File: src/rtl/sdram_wr_pkg.sv
package sdram_wr_pkg;
  // {ras_n, cas_n, we_n}
  typedef enum logic [2:0] {
    CMD_NOP = 3'b111,
    CMD_ACT = 3'b011,
    CMD_WR  = 3'b100,
    CMD_RD  = 3'b101,
    CMD_PRE = 3'b010
  } cmd_e;

  typedef enum logic [3:0] {
    S_IDLE, S_LOOK, S_PRE, S_RP, S_ACT, S_RCD, S_WR, S_RD, S_CL, S_WB
  } st_e;
endpackage

File: src/rtl/sdram_ecc_gen.sv
module sdram_ecc_gen #(
  parameter int DW = 64,
  parameter int CB = 8
) (
  input  logic [DW-1:0] data_i,
  output logic [CB-1:0] chk_o
);
  always_comb begin
    int p;
    chk_o = '0;
    p = 3;
    for (int j = 0; j < DW; j++) begin
      if ((p & (p - 1)) == 0) p = p + 1;
      for (int i = 0; i < CB - 1; i++)
        if (p[i]) chk_o[i] = chk_o[i] ^ data_i[j];
      p = p + 1;
    end
    chk_o[CB-1] = (^data_i) ^ (^chk_o[CB-2:0]);
  end
endmodule

File: src/rtl/sdram_open_rows.sv
module sdram_open_rows #(
  parameter int NB = 4,
  parameter int BW = 2,
  parameter int RW = 14
) (
  input  logic          clk_i,
  input  logic          rst_ni,
  input  logic [BW-1:0] bank_i,
  input  logic [RW-1:0] row_i,
  input  logic          clr_i,
  input  logic          set_i,
  output logic          open_o,
  output logic          hit_o
);
  logic [NB-1:0] vld_q;
  logic [RW-1:0] row_q [NB];

  for (genvar g = 0; g < NB; g++) begin : g_bank
    always_ff @(posedge clk_i or negedge rst_ni) begin
      if (!rst_ni) begin
        vld_q[g] <= 1'b0;
        row_q[g] <= '0;
      end else if (clr_i && bank_i == BW'(g)) begin
        vld_q[g] <= 1'b0;
      end else if (set_i && bank_i == BW'(g)) begin
        vld_q[g] <= 1'b1;
        row_q[g] <= row_i;
      end
    end
  end

  assign open_o = vld_q[bank_i];
  assign hit_o  = open_o && (row_q[bank_i] == row_i);


  set_clr_excl_chk: assert property (@(posedge clk_i) disable iff (!rst_ni) !(set_i && clr_i));

  set_opens_chk: assert property (@(posedge clk_i) disable iff (!rst_ni) set_i |=> open_o || $changed(bank_i));
endmodule

File: src/rtl/sdram_wr_seq.sv
module sdram_wr_seq
  import sdram_wr_pkg::*;
#(
  parameter int ADDR_W = 32,
  parameter int CNT_W  = 16,
  parameter int COL_W  = 10,
  parameter int BANK_W = 2,
  parameter int ROW_W  = 14,
  parameter int MA_W   = 14,
  parameter int TW     = 4
) (
  input  logic              clk_i,
  input  logic              rst_ni,
  input  logic              req_valid_i,
  output logic              req_ready_o,
  input  logic [ADDR_W-1:0] req_addr_i,
  input  logic [CNT_W-1:0]  req_bytes_i,
  input  logic [63:0]       req_data_i,
  input  logic [7:0]        req_be_i,
  input  logic              wide_i,
  input  logic              ecc_en_i,
  input  logic              preempt_i,
  input  logic [TW-1:0]     t_rp_i,
  input  logic [TW-1:0]     t_rcd_i,
  input  logic [TW-1:0]     t_cl_i,
  input  logic [63:0]       rdata_i,
  output logic              ras_no,
  output logic              cas_no,
  output logic              we_no,
  output logic [MA_W-1:0]   ma_o,
  output logic [BANK_W-1:0] ba_o,
  output logic [63:0]       wdata_o,
  output logic [7:0]        ecc_o,
  output logic [7:0]        wmask_o
);
  localparam int NB = 1 << BANK_W;

  st_e               st_q;
  cmd_e              cmd;
  logic [ADDR_W-1:0] addr_q;
  logic [CNT_W-1:0]  bytes_q;
  logic [63:0]       data_q, merged_q;
  logic [7:0]        be_q;
  logic              wide_q, ecc_q;
  logic [TW-1:0]     cnt_q;

  logic [1:0]        wsh;
  logic [COL_W-1:0]  col;
  logic [BANK_W-1:0] bank;
  logic [ROW_W-1:0]  row;
  logic [7:0]        lanes;
  logic [CNT_W-1:0]  step;
  logic              rmw, row_open, row_hit;
  logic [63:0]       wsel;
  logic [7:0]        e64;
  logic [6:0]        e32;

  assign wsh   = wide_q ? 2'd3 : 2'd2;
  assign col   = COL_W'(addr_q >> wsh);
  assign bank  = BANK_W'(addr_q >> (32'(wsh) + COL_W));
  assign row   = ROW_W'(addr_q >> (32'(wsh) + COL_W + BANK_W));
  assign lanes = wide_q ? 8'hFF : 8'h0F;
  assign step  = wide_q ? CNT_W'(32) : CNT_W'(16);
  assign rmw   = ecc_q && ((be_q & lanes) != lanes);

  sdram_open_rows #(.NB(NB), .BW(BANK_W), .RW(ROW_W)) u_rows (
    .clk_i  (clk_i),
    .rst_ni (rst_ni),
    .bank_i (bank),
    .row_i  (row),
    .clr_i  (st_q == S_PRE),
    .set_i  (st_q == S_ACT),
    .open_o (row_open),
    .hit_o  (row_hit)
  );

  always_ff @(posedge clk_i or negedge rst_ni) begin
    if (!rst_ni) begin
      st_q     <= S_IDLE;
      addr_q   <= '0;
      bytes_q  <= '0;
      data_q   <= '0;
      merged_q <= '0;
      be_q     <= '0;
      wide_q   <= 1'b0;
      ecc_q    <= 1'b0;
      cnt_q    <= '0;
    end else begin
      unique case (st_q)
        S_IDLE: if (req_valid_i) begin
          addr_q  <= req_addr_i;
          bytes_q <= req_bytes_i;
          data_q  <= req_data_i;
          be_q    <= req_be_i;
          wide_q  <= wide_i;
          ecc_q   <= ecc_en_i;
          st_q    <= S_LOOK;
        end
        S_LOOK: begin
          if (preempt_i || bytes_q == '0) st_q <= S_IDLE;
          else if (row_hit)               st_q <= rmw ? S_RD : S_WR;
          else if (row_open)              st_q <= S_PRE;
          else                            st_q <= S_ACT;
        end
        S_PRE: begin
          cnt_q <= t_rp_i - TW'(2);
          st_q  <= S_RP;
        end
        S_RP: begin
          if (cnt_q == '0) st_q <= S_ACT;
          else             cnt_q <= cnt_q - TW'(1);
        end
        S_ACT: begin
          cnt_q <= t_rcd_i - TW'(2);
          st_q  <= S_RCD;
        end
        S_RCD: begin
          if (cnt_q == '0) st_q <= rmw ? S_RD : S_WR;
          else             cnt_q <= cnt_q - TW'(1);
        end
        S_WR: begin
          if (bytes_q <= step) st_q <= S_IDLE;
          else begin
            bytes_q <= bytes_q - step;
            addr_q  <= addr_q + ADDR_W'(step);
            st_q    <= S_LOOK;
          end
        end
        S_RD: begin
          cnt_q <= t_cl_i - TW'(1);
          st_q  <= S_CL;
        end
        S_CL: begin
          if (cnt_q == '0) begin
            for (int b = 0; b < 8; b++)
              merged_q[b*8 +: 8] <= be_q[b] ? data_q[b*8 +: 8] : rdata_i[b*8 +: 8];
            st_q <= S_WB;
          end else cnt_q <= cnt_q - TW'(1);
        end
        S_WB:    st_q <= S_IDLE;
        default: st_q <= S_IDLE;
      endcase
    end
  end

  always_comb begin
    unique case (st_q)
      S_PRE:       cmd = CMD_PRE;
      S_ACT:       cmd = CMD_ACT;
      S_WR, S_WB:  cmd = CMD_WR;
      S_RD:        cmd = CMD_RD;
      default:     cmd = CMD_NOP;
    endcase
  end

  assign {ras_no, cas_no, we_no} = cmd;
  assign req_ready_o = (st_q == S_IDLE);

  always_comb begin
    ma_o = '0;
    if (cmd == CMD_ACT) ma_o = MA_W'(row);
    else if (cmd == CMD_WR || cmd == CMD_RD) ma_o = MA_W'(col);
  end
  assign ba_o = (cmd == CMD_NOP) ? '0 : bank;

  always_comb begin
    wsel    = '0;
    wmask_o = '0;
    if (st_q == S_WR) begin
      wsel    = data_q;
      wmask_o = be_q & lanes;
    end else if (st_q == S_WB) begin
      wsel    = merged_q;
      wmask_o = lanes;
    end
  end
  assign wdata_o = wsel & {{32{wide_q}}, 32'hFFFF_FFFF};

  sdram_ecc_gen #(.DW(64), .CB(8)) u_ecc64 (.data_i(wdata_o),        .chk_o(e64));
  sdram_ecc_gen #(.DW(32), .CB(7)) u_ecc32 (.data_i(wdata_o[31:0]),  .chk_o(e32));
  assign ecc_o = wide_q ? e64 : {1'b0, e32};


  pre_gap_chk: assert property (@(posedge clk_i) disable iff (!rst_ni) cmd == CMD_PRE |=> cmd == CMD_NOP);

  act_gap_chk: assert property (@(posedge clk_i) disable iff (!rst_ni) cmd == CMD_ACT |=> cmd == CMD_NOP);

  rd_gap_chk: assert property (@(posedge clk_i) disable iff (!rst_ni) cmd == CMD_RD |=> cmd == CMD_NOP);

  busy_chk: assert property (@(posedge clk_i) disable iff (!rst_ni) cmd != CMD_NOP |-> !req_ready_o);

  wr_open_chk: assert property (@(posedge clk_i) disable iff (!rst_ni) st_q == S_WR |-> row_hit);
endmodule

File: config.mk
export PLATFORM = sky130hd
export DESIGN_NAME = sdram_wr_seq
export DESIGN_NICKNAME = d
export VERILOG_FILES = /design/src/rtl/sdram_wr_pkg.sv /design/src/rtl/sdram_ecc_gen.sv /design/src/rtl/sdram_open_rows.sv /design/src/rtl/sdram_wr_seq.sv
export SDC_FILE = /design/constraint.sdc
export NUM_CORES = 1
export LEC_CHECK = 0
export ABC_CLOCK_PERIOD_IN_PS = 10710
export BUFFER_PORTS_ARGS = -buffer_cell sky130_fd_sc_hd__buf_2
export CORE_MARGIN = 2
export CORE_UTILIZATION = 41
export CTS_CLUSTER_DIAMETER = 30
export DETAILED_ROUTE_END_ITERATION = 16
export PLACE_DENSITY = 0.67
export SYNTH_ARGS = -nofsm -noshare
export SYNTH_HDL_FRONTEND = slang
export SYNTH_HIERARCHICAL = 1
export SYNTH_SLANG_ARGS = --single-unit
File: constraint.sdc
create_clock -name clk_i -period 10.71 [get_ports clk_i]
set_input_delay 0.5355 -clock clk_i [delete_from_list [all_inputs] [get_ports clk_i]]
set_output_delay 0.5355 -clock clk_i [all_outputs]
set_load 0.05 [all_outputs]
==> impl_metrics.csv, run 1 <==
group,metric,value,unit
power,swShare,0.4045,
sta,fmax,147.7,MHz
power,p_leak,9.146,nW
placed_design,port_buffers,296,
sta,relSlewSlack,0.1954,
die,start_util,0.4128,
critical_path,crit_arrival,6.23,ns
yosys,synthAdderAreaFrac,0.007455,
yosys,synthTopCellsByArea,"dfrtp_1 40%, mux2_2 11%, xnor2_1 6.2%, mux2i_1 5.6%, xnor3_1 3.9%",
grt,grt_max_degree,119,
yosys,synthMuxAreaShare,0.1896,
min_path,worstHoldPathType,"primary input to register",
power,switchingPower,3.152,mW
finish,multiInputGateArea,0.008683,sq mm
finish,drive_gt1_frac,0.3582,
placed_design,place_hpwl,32780,um
cts,cts-htree-levels,3,
min_path,min_path_cells,2,
finish,register_area,0.006232,sq mm
die,dieArea,0.03923,sq mm
yosys,synth_edf_count,0,
detailed_routing,wl,47030,um
die,die_y,198.1,um
grt,grt_pass1_vias,12669,
detailed_routing,wl_met2,22130,um
sta,post-route-min-period,6.769,ns
yosys,syn_inst,1406,
finish,syn2layout_area_growth,27.64,%
detailed_routing,topRoutingLayerUsed,"met5",
sta,tightest_slew,1.207,ns
critical_path,worstSetupStartpointType,"register",
cts,cts.clk_slew.worst_paths,0.04,ns
critical_path,crit_type,"register to output pin",
cts,cts_tree,"yes",
grt,grt_pass1_wl,71460,um
power,seqPwrFrac,0.228,
cts,cts_inserted_buffers,68,
finish,finalInstanceArea,0.01971,sq mm
detailed_routing,drc,0,
power,p_clk_frac,0.274,
cts,holdBufCountCts,1,
yosys,post_synth_num_cell_types,89,
detailed_routing,wl_met1,19580,um
yosys,syn_avg_cell_area,10.98,sq um
power,vdd_drop_max,0.0002692,V
critical_path,cp-end-kind,"output pin",
critical_path,cp.required,10.17,ns
sta,rsz0062_at_grt,"no",
yosys,synth_ff_type,"dfrtp_1",
yosys,synth-compound-area-share,0.1377,
cts,clock_path_buffers,3,
yosys,async_reset_ff_frac,1.000,
cts,root_buffer,"clkbuf_16",
finish,nets,1901,
detailed_routing,firstDrtPassIters,5,
yosys,yosysMostFrequentCell,"dfrtp_1",
grt,overflow,0,
detailed_routing,num_vias,12351,
detailed_routing,ant_nets,0,
yosys,yosys.area.top_type,"dfrtp_1",
power,p_int,4.641,mW
sta,drv_slew,0,
yosys,ys_seq_area_frac,0.4036,
sta,finalSetupViolCount,0,
yosys,ys_warn_count,6,
sta,fin_crit_sh,0.6320,
sta,skew,0.01980,ns
detailed_routing,avgViaCountPerCell,5.453,
die,die_w,198.1,um
yosys,syn_nets,1616,
yosys,syn-cell-area,0.01544,sq mm
sta,setup_tns,0,ns
yosys,yosys.area.top_type_share,0.4036,
die,core_area,0.03740,sq mm
run_status,outcome,"complete, no violations",
cts,clock_sinks,249,
detailed_routing,wl_per_cell,20.77,um
flow_run,cap_violations,0,
finish,n_fill_cell,3320,
die,rows,71,
power,power_density,395.4,mW/mm^2
placed_design,placed_area,0.01724,sq mm
placed_design,place.gp.congestion,0.8943,
yosys,synth_top_family_by_area,"multiplexers",
yosys,ys_seq_elements,249,
yosys,synth-simple-area-share,0.08241,
grt,grt_usage,0.2381,
power,power,7.793,mW
cts,cts_setup_buffers,0,
detailed_routing,drtIter0Drc,831,
sta,hold_viol_final,0,
yosys,yosys.area_share.xor_xnor,0.1434,
power,pwr-share-comb,0.498,
detailed_routing,met3WireLength,3789,um
die,io_pins,302,
cts,cts-resized-gates,0,
cts,clkLatencyLatePin,0.57,ns
yosys,synthTopCellsByCount,"249 x dfrtp_1, 153 x mux2_2, 109 x xnor2_1",
critical_path,reg2reg_depth,11,
critical_path,rrSetupSlack,6.75,ns
grt,grt_antenna_before_repair,13,
critical_path,critPathMaxFanout,35,
[final cells by class]
type | instances | share of cell area
timing repair buffer | 313 | 0.08228
multi-input combinational | 1039 | 0.4406
clock buffer | 97 | 0.1011
sequential | 249 | 0.3162
antenna | 9 | 0.001143
clock inverter | 27 | 0.02241
inverter | 20 | 0.003809
tap | 511 | 0.03244
[per-stage QoR]
stage	utilization	cells	hold slack (ns)	worst slack (ns)
3_3_place_gp	0.4610	2131	0.4613	4.665
6_report	0.5269	2265	0.2060	3.941
3_5_place_dp	0.4610	2131	0.4704	4.558
5_1_grt	0.5267	2261	0.1875	3.565
2_1_floorplan	-	1406	0.2399	5.515
4_1_cts	0.5263	2256	0.1795	3.935
[routing by layer]
| metal | vias to the layer above | global-route usage |
|---|---|---|
| met1 | 6077 | 0.2961 |
| li1 | 5708 | - |
| met2 | 454 | 0.3888 |
| met5 | - | 0 |
| met4 | 10 | 0.09385 |
| met3 | 102 | 0.07154 |
[cell families (layout without fill, tap and decap cells)]
group | count (synthesis) | after routing
muxes | 257 | 257
and+or+nand+nor | 262 | 262
buffers and inverters | 118 | 457
adders and majority gates | 8 | 8
DFF | 249 | 249
other | 0 | 9
xor gates and xnor gates | 186 | 186
AOI/OAI and AO/OA | 326 | 326
[registers in the layout, indices dropped and copies added, names as in the netlist]
| name | flops |
|---|---|
| data_q | 64 |
| st_q | 4 |
| bytes_q | 16 |
| ecc_q | 1 |
| merged_q | 64 |
| wide_q | 1 |
| be_q | 8 |
| u_rows/vld_q | 4 |
| addr_q | 27 |
| cnt_q | 4 |
| u_rows/row_q | 56 |
[power groups by stage]
stage | clock (mW) | sequential [mW] | combinational, mW
6_report | 2.14 | 1.78 | 3.88
5_1_grt | 2.22 | 1.84 | 4.15
4_1_cts | 2.17 | 1.78 | 3.89
3_5_place_dp | 0 | 1.78 | 3.87
3_3_place_gp | 0 | 1.75 | 3.79
2_1_floorplan | 0 | 1.57 | 3.19
[critical path, cell delays in order, from the launching register on]
cell     delay (ns)
dfrtp_1        0.68
inv_1          0.24
nor4_2         0.75
buf_4          0.51
buf_4          0.48
a22o_1         0.39
xor3_1         0.52
xnor3_1        0.32
xor3_1         0.45
xnor3_1        0.23
xnor3_1        0.24
xor3_1         0.38
and2_1         0.17
buf_2          0.23
[path summary, 6_finish.rpt]
path / from / endpoint
min in group asynchronous: rst_ni / data_q[43]
max in group asynchronous: rst_ni / wide_q
max: st_q[0] / ecc_o[7]
min reg2reg: merged_q[56] / merged_q[56]
max reg2reg: wide_q / addr_q[26]
min: req_addr_i[3] / addr_q[3]
[layout by cell type, fill, tap and decap left out, types with 7 or more instances in the layout]
master	netlist	final
mux2i_1	87	87
xnor2_2	7	7
nand4_1	10	10
nand2b_1	7	7
bufinv_16	0	11
mux4_2	9	9
nor3_1	10	10
mux2_2	153	153
o2bb2ai_1	11	11
a22o_1	33	33
clkinv_2	0	7
a22oi_1	32	32
nand2_1	103	102
a31oi_1	16	16
clkbuf_1	48	12
a21oi_1	62	62
nor2_1	72	71
o21ai_0	88	87
xor2_1	31	31
buf_2	36	295
o22ai_1	9	9
o21ai_1	18	18
o22a_1	8	8
dfrtp_1	249	248
xnor2_1	109	109
xnor3_1	27	27
inv_1	18	18
nand3_1	14	14
buf_4	4	16
clkbuf_8	0	16
clkbuf_16	0	69
diode_2	0	9
(Power assumes the default switching activity.)
==> inputs of run 2 (changes only) <==
ABC_CLOCK_PERIOD_IN_PS = 6800   (was 10710)
clock period = 6.8 ns   (was 10.71 ns; I/O delays follow)
==> impl_metrics.csv, run 2 (synthesized netlist as in run 1, its figures left out) <==
group,metric,value,unit
die,start_util,0.4128,
placed_design,placed_area,0.01726,sq mm
detailed_routing,ant_nets,0,
grt,grt_max_degree,146,
detailed_routing,wl_per_cell,20.34,um
sta,drv_slew,0,
grt,grt_usage,0.2390,
sta,setup_tns,0,ns
finish,nets,1966,
min_path,worstHoldPathType,"primary input to register",
finish,n_fill_cell,3282,
power,p_clk_frac,0.271,
grt,grt_pass1_wl,71890,um
min_path,hp-start,"req_bytes_i[1]",
finish,final_util,0.5444,
cts,cts_inserted_buffers,67,
critical_path,crit_path_start,"st_q[0]",
power,p_leak,9.377,nW
critical_path,r2r_start,"wide_q",
placed_design,place_hpwl,32500,um
grt,grt_pass1_vias,12959,
detailed_routing,firstDrtPassIters,5,
finish,syn2layout_area_growth,31.86,%
critical_path,cp.required,6.46,ns
critical_path,rrSetupSlack,2.99,ns
power,seqPwrFrac,0.228,
detailed_routing,num_vias,12586,
min_path,min_path_cells,2,
die,rows,71,
finish,final_common_cell,"buf_2",
critical_path,reg2reg_depth,9,
sta,rsz0062_at_grt,"no",
critical_path,critPathMaxFanout,38,
die,die_w,198.1,um
critical_path,crit_arrival,5.41,ns
critical_path,crit_type,"register to output pin",
sta,timing.hold.ws,0.02528,ns
cts,clkLatencyLatePin,0.58,ns
critical_path,cp-end-kind,"output pin",
finish,top_regs,"data_q x64, merged_q x64, u_rows/row_q x56",
finish,mostFrequentLayoutCells,"295 x buf_2, 248 x dfrtp_1, 153 x mux2_2",
finish,finalInstanceArea,0.02036,sq mm
power,power_density,602.4,mW/mm^2
critical_path,r2r-end,"addr_q[18]",
power,p_int,7.224,mW
die,dieArea,0.03923,sq mm
die,io_pins,302,
detailed_routing,drtIter0Drc,802,
cts,holdBufCountCts,68,
power,pwr-share-comb,0.501,
detailed_routing,avgViaCountPerCell,5.411,
sta,tightest_slew,1.233,ns
grt,overflow,0,
die,die_y,198.1,um
cts,cts.clk_slew.worst_paths,0.04,ns
die,core_area,0.03740,sq mm
run_status,outcome,"complete, no violations",
sta,post-route-min-period,5.747,ns
cts,root_buffer,"clkbuf_16",
cts,cts-htree-levels,3,
finish,drive_gt1_frac,0.3470,
min_path,min_to,"bytes_q[1]",
placed_design,port_buffers,296,
sta,relSlewSlack,0.1782,
sta,skew,0.01743,ns
power,vdd_drop_max,0.0004727,V
cts,cts-resized-gates,0,
sta,fin_crit_sh,0.8451,
placed_design,place.gp.congestion,0.8638,
flow_run,cap_violations,0,
critical_path,worstSetupStartpointType,"register",
power,switchingPower,5.041,mW
placed_design,placed_cells,2130,
cts,cts_tree,"yes",
cts,clock_path_buffers,3,
sta,fmax,174.0,MHz
grt,grt_antenna_before_repair,12,
cts,cts_setup_buffers,0,
detailed_routing,drc,0,
power,swShare,0.4110,
sta,hold_viol_final,0,
detailed_routing,wl,47310,um
sta,finalSetupViolCount,0,
cts,clock_sinks,249,
finish,instances_no_fill,2326,
==> run 2: changes by cell type in the layout (fill, tap and decap cells not counted), sizes merged <==
cell	change
inv	-2
dlygate4sd3	+67
diode	-1
clkinv	+6
clkinvlp	+10
clkbuf	-18
buf	-1
==> run 2: critical path, stage by stage, from the launching register on <==
cell,delay (ns)
dfrtp_1,0.68
inv_1,0.25
nor4_2,0.33
buf_4,0.47
a22oi_1,0.16
nor2_1,0.41
xnor3_1,0.41
xnor3_2,0.29
xnor3_1,0.44
xnor3_1,0.38
xnor3_1,0.23
xor3_1,0.35
and2_1,0.16
buf_2,0.23
==> run 2: power groups by stage <==
stage / Sequential, mW / Clock (mW) / Combinational, mW
2_1_floorplan: 2.47 / 0 / 5.02
3_3_place_gp: 2.76 / 0 / 6.00
3_5_place_dp: 2.81 / 0 / 6.09
4_1_cts: 2.79 / 3.37 / 6.16
5_1_grt: 2.89 / 3.45 / 6.57
6_report: 2.79 / 3.32 / 6.15
==> run 2: worst max-delay path by stage <==
stage | cells after the start | endpoint | slack [ns]
after floorplan | 14 | ecc_o[7] | 1.80
after global placement | 13 | ecc_o[7] | 1.74
after detailed placement | 13 | ecc_o[7] | 1.69
after CTS | 13 | ecc_o[7] | 1.06
after global routing | 13 | ecc_o[7] | 0.79
final | 13 | ecc_o[7] | 1.05
==> run 2: cell type report <==
cell class / count / area (sq um) / share of cell area
clock buffers: 79 / 1803 / 0.08856
well taps: 511 / 639.4 / 0.03140
diodes: 8 / 20.02 / 0.0009833
flip-flops and latches: 249 / 6232 / 0.3061
inverters: 20 / 75.07 / 0.003687
repair buffers: 379 / 2310 / 0.1134
multi-input cells: 1039 / 8683 / 0.4265
clock inverters: 41 / 596.8 / 0.02931
==> run 2: metrics by stage <==
| stage | power (mW) | setup WS [ns] |
|---|---|---|
| CTS | 12.32 | 1.065 |
| floorplan | 7.495 | 1.800 |
| global route | 12.91 | 0.7902 |
| global placement | 8.766 | 1.741 |
| detailed placement | 8.896 | 1.691 |
| finish | 12.26 | 1.053 |
==> run 2: routing by layer <==
layer,vias to the layer above,share of wire,routed length (um),global-route usage
li1,5834,-,-,-
met4,12,0.032,1514,0.1039
met5,-,0.0016,74,0
met3,106,0.082,3881,0.06081
met2,473,0.48,22660,0.3924
met1,6161,0.41,19180,0.2985
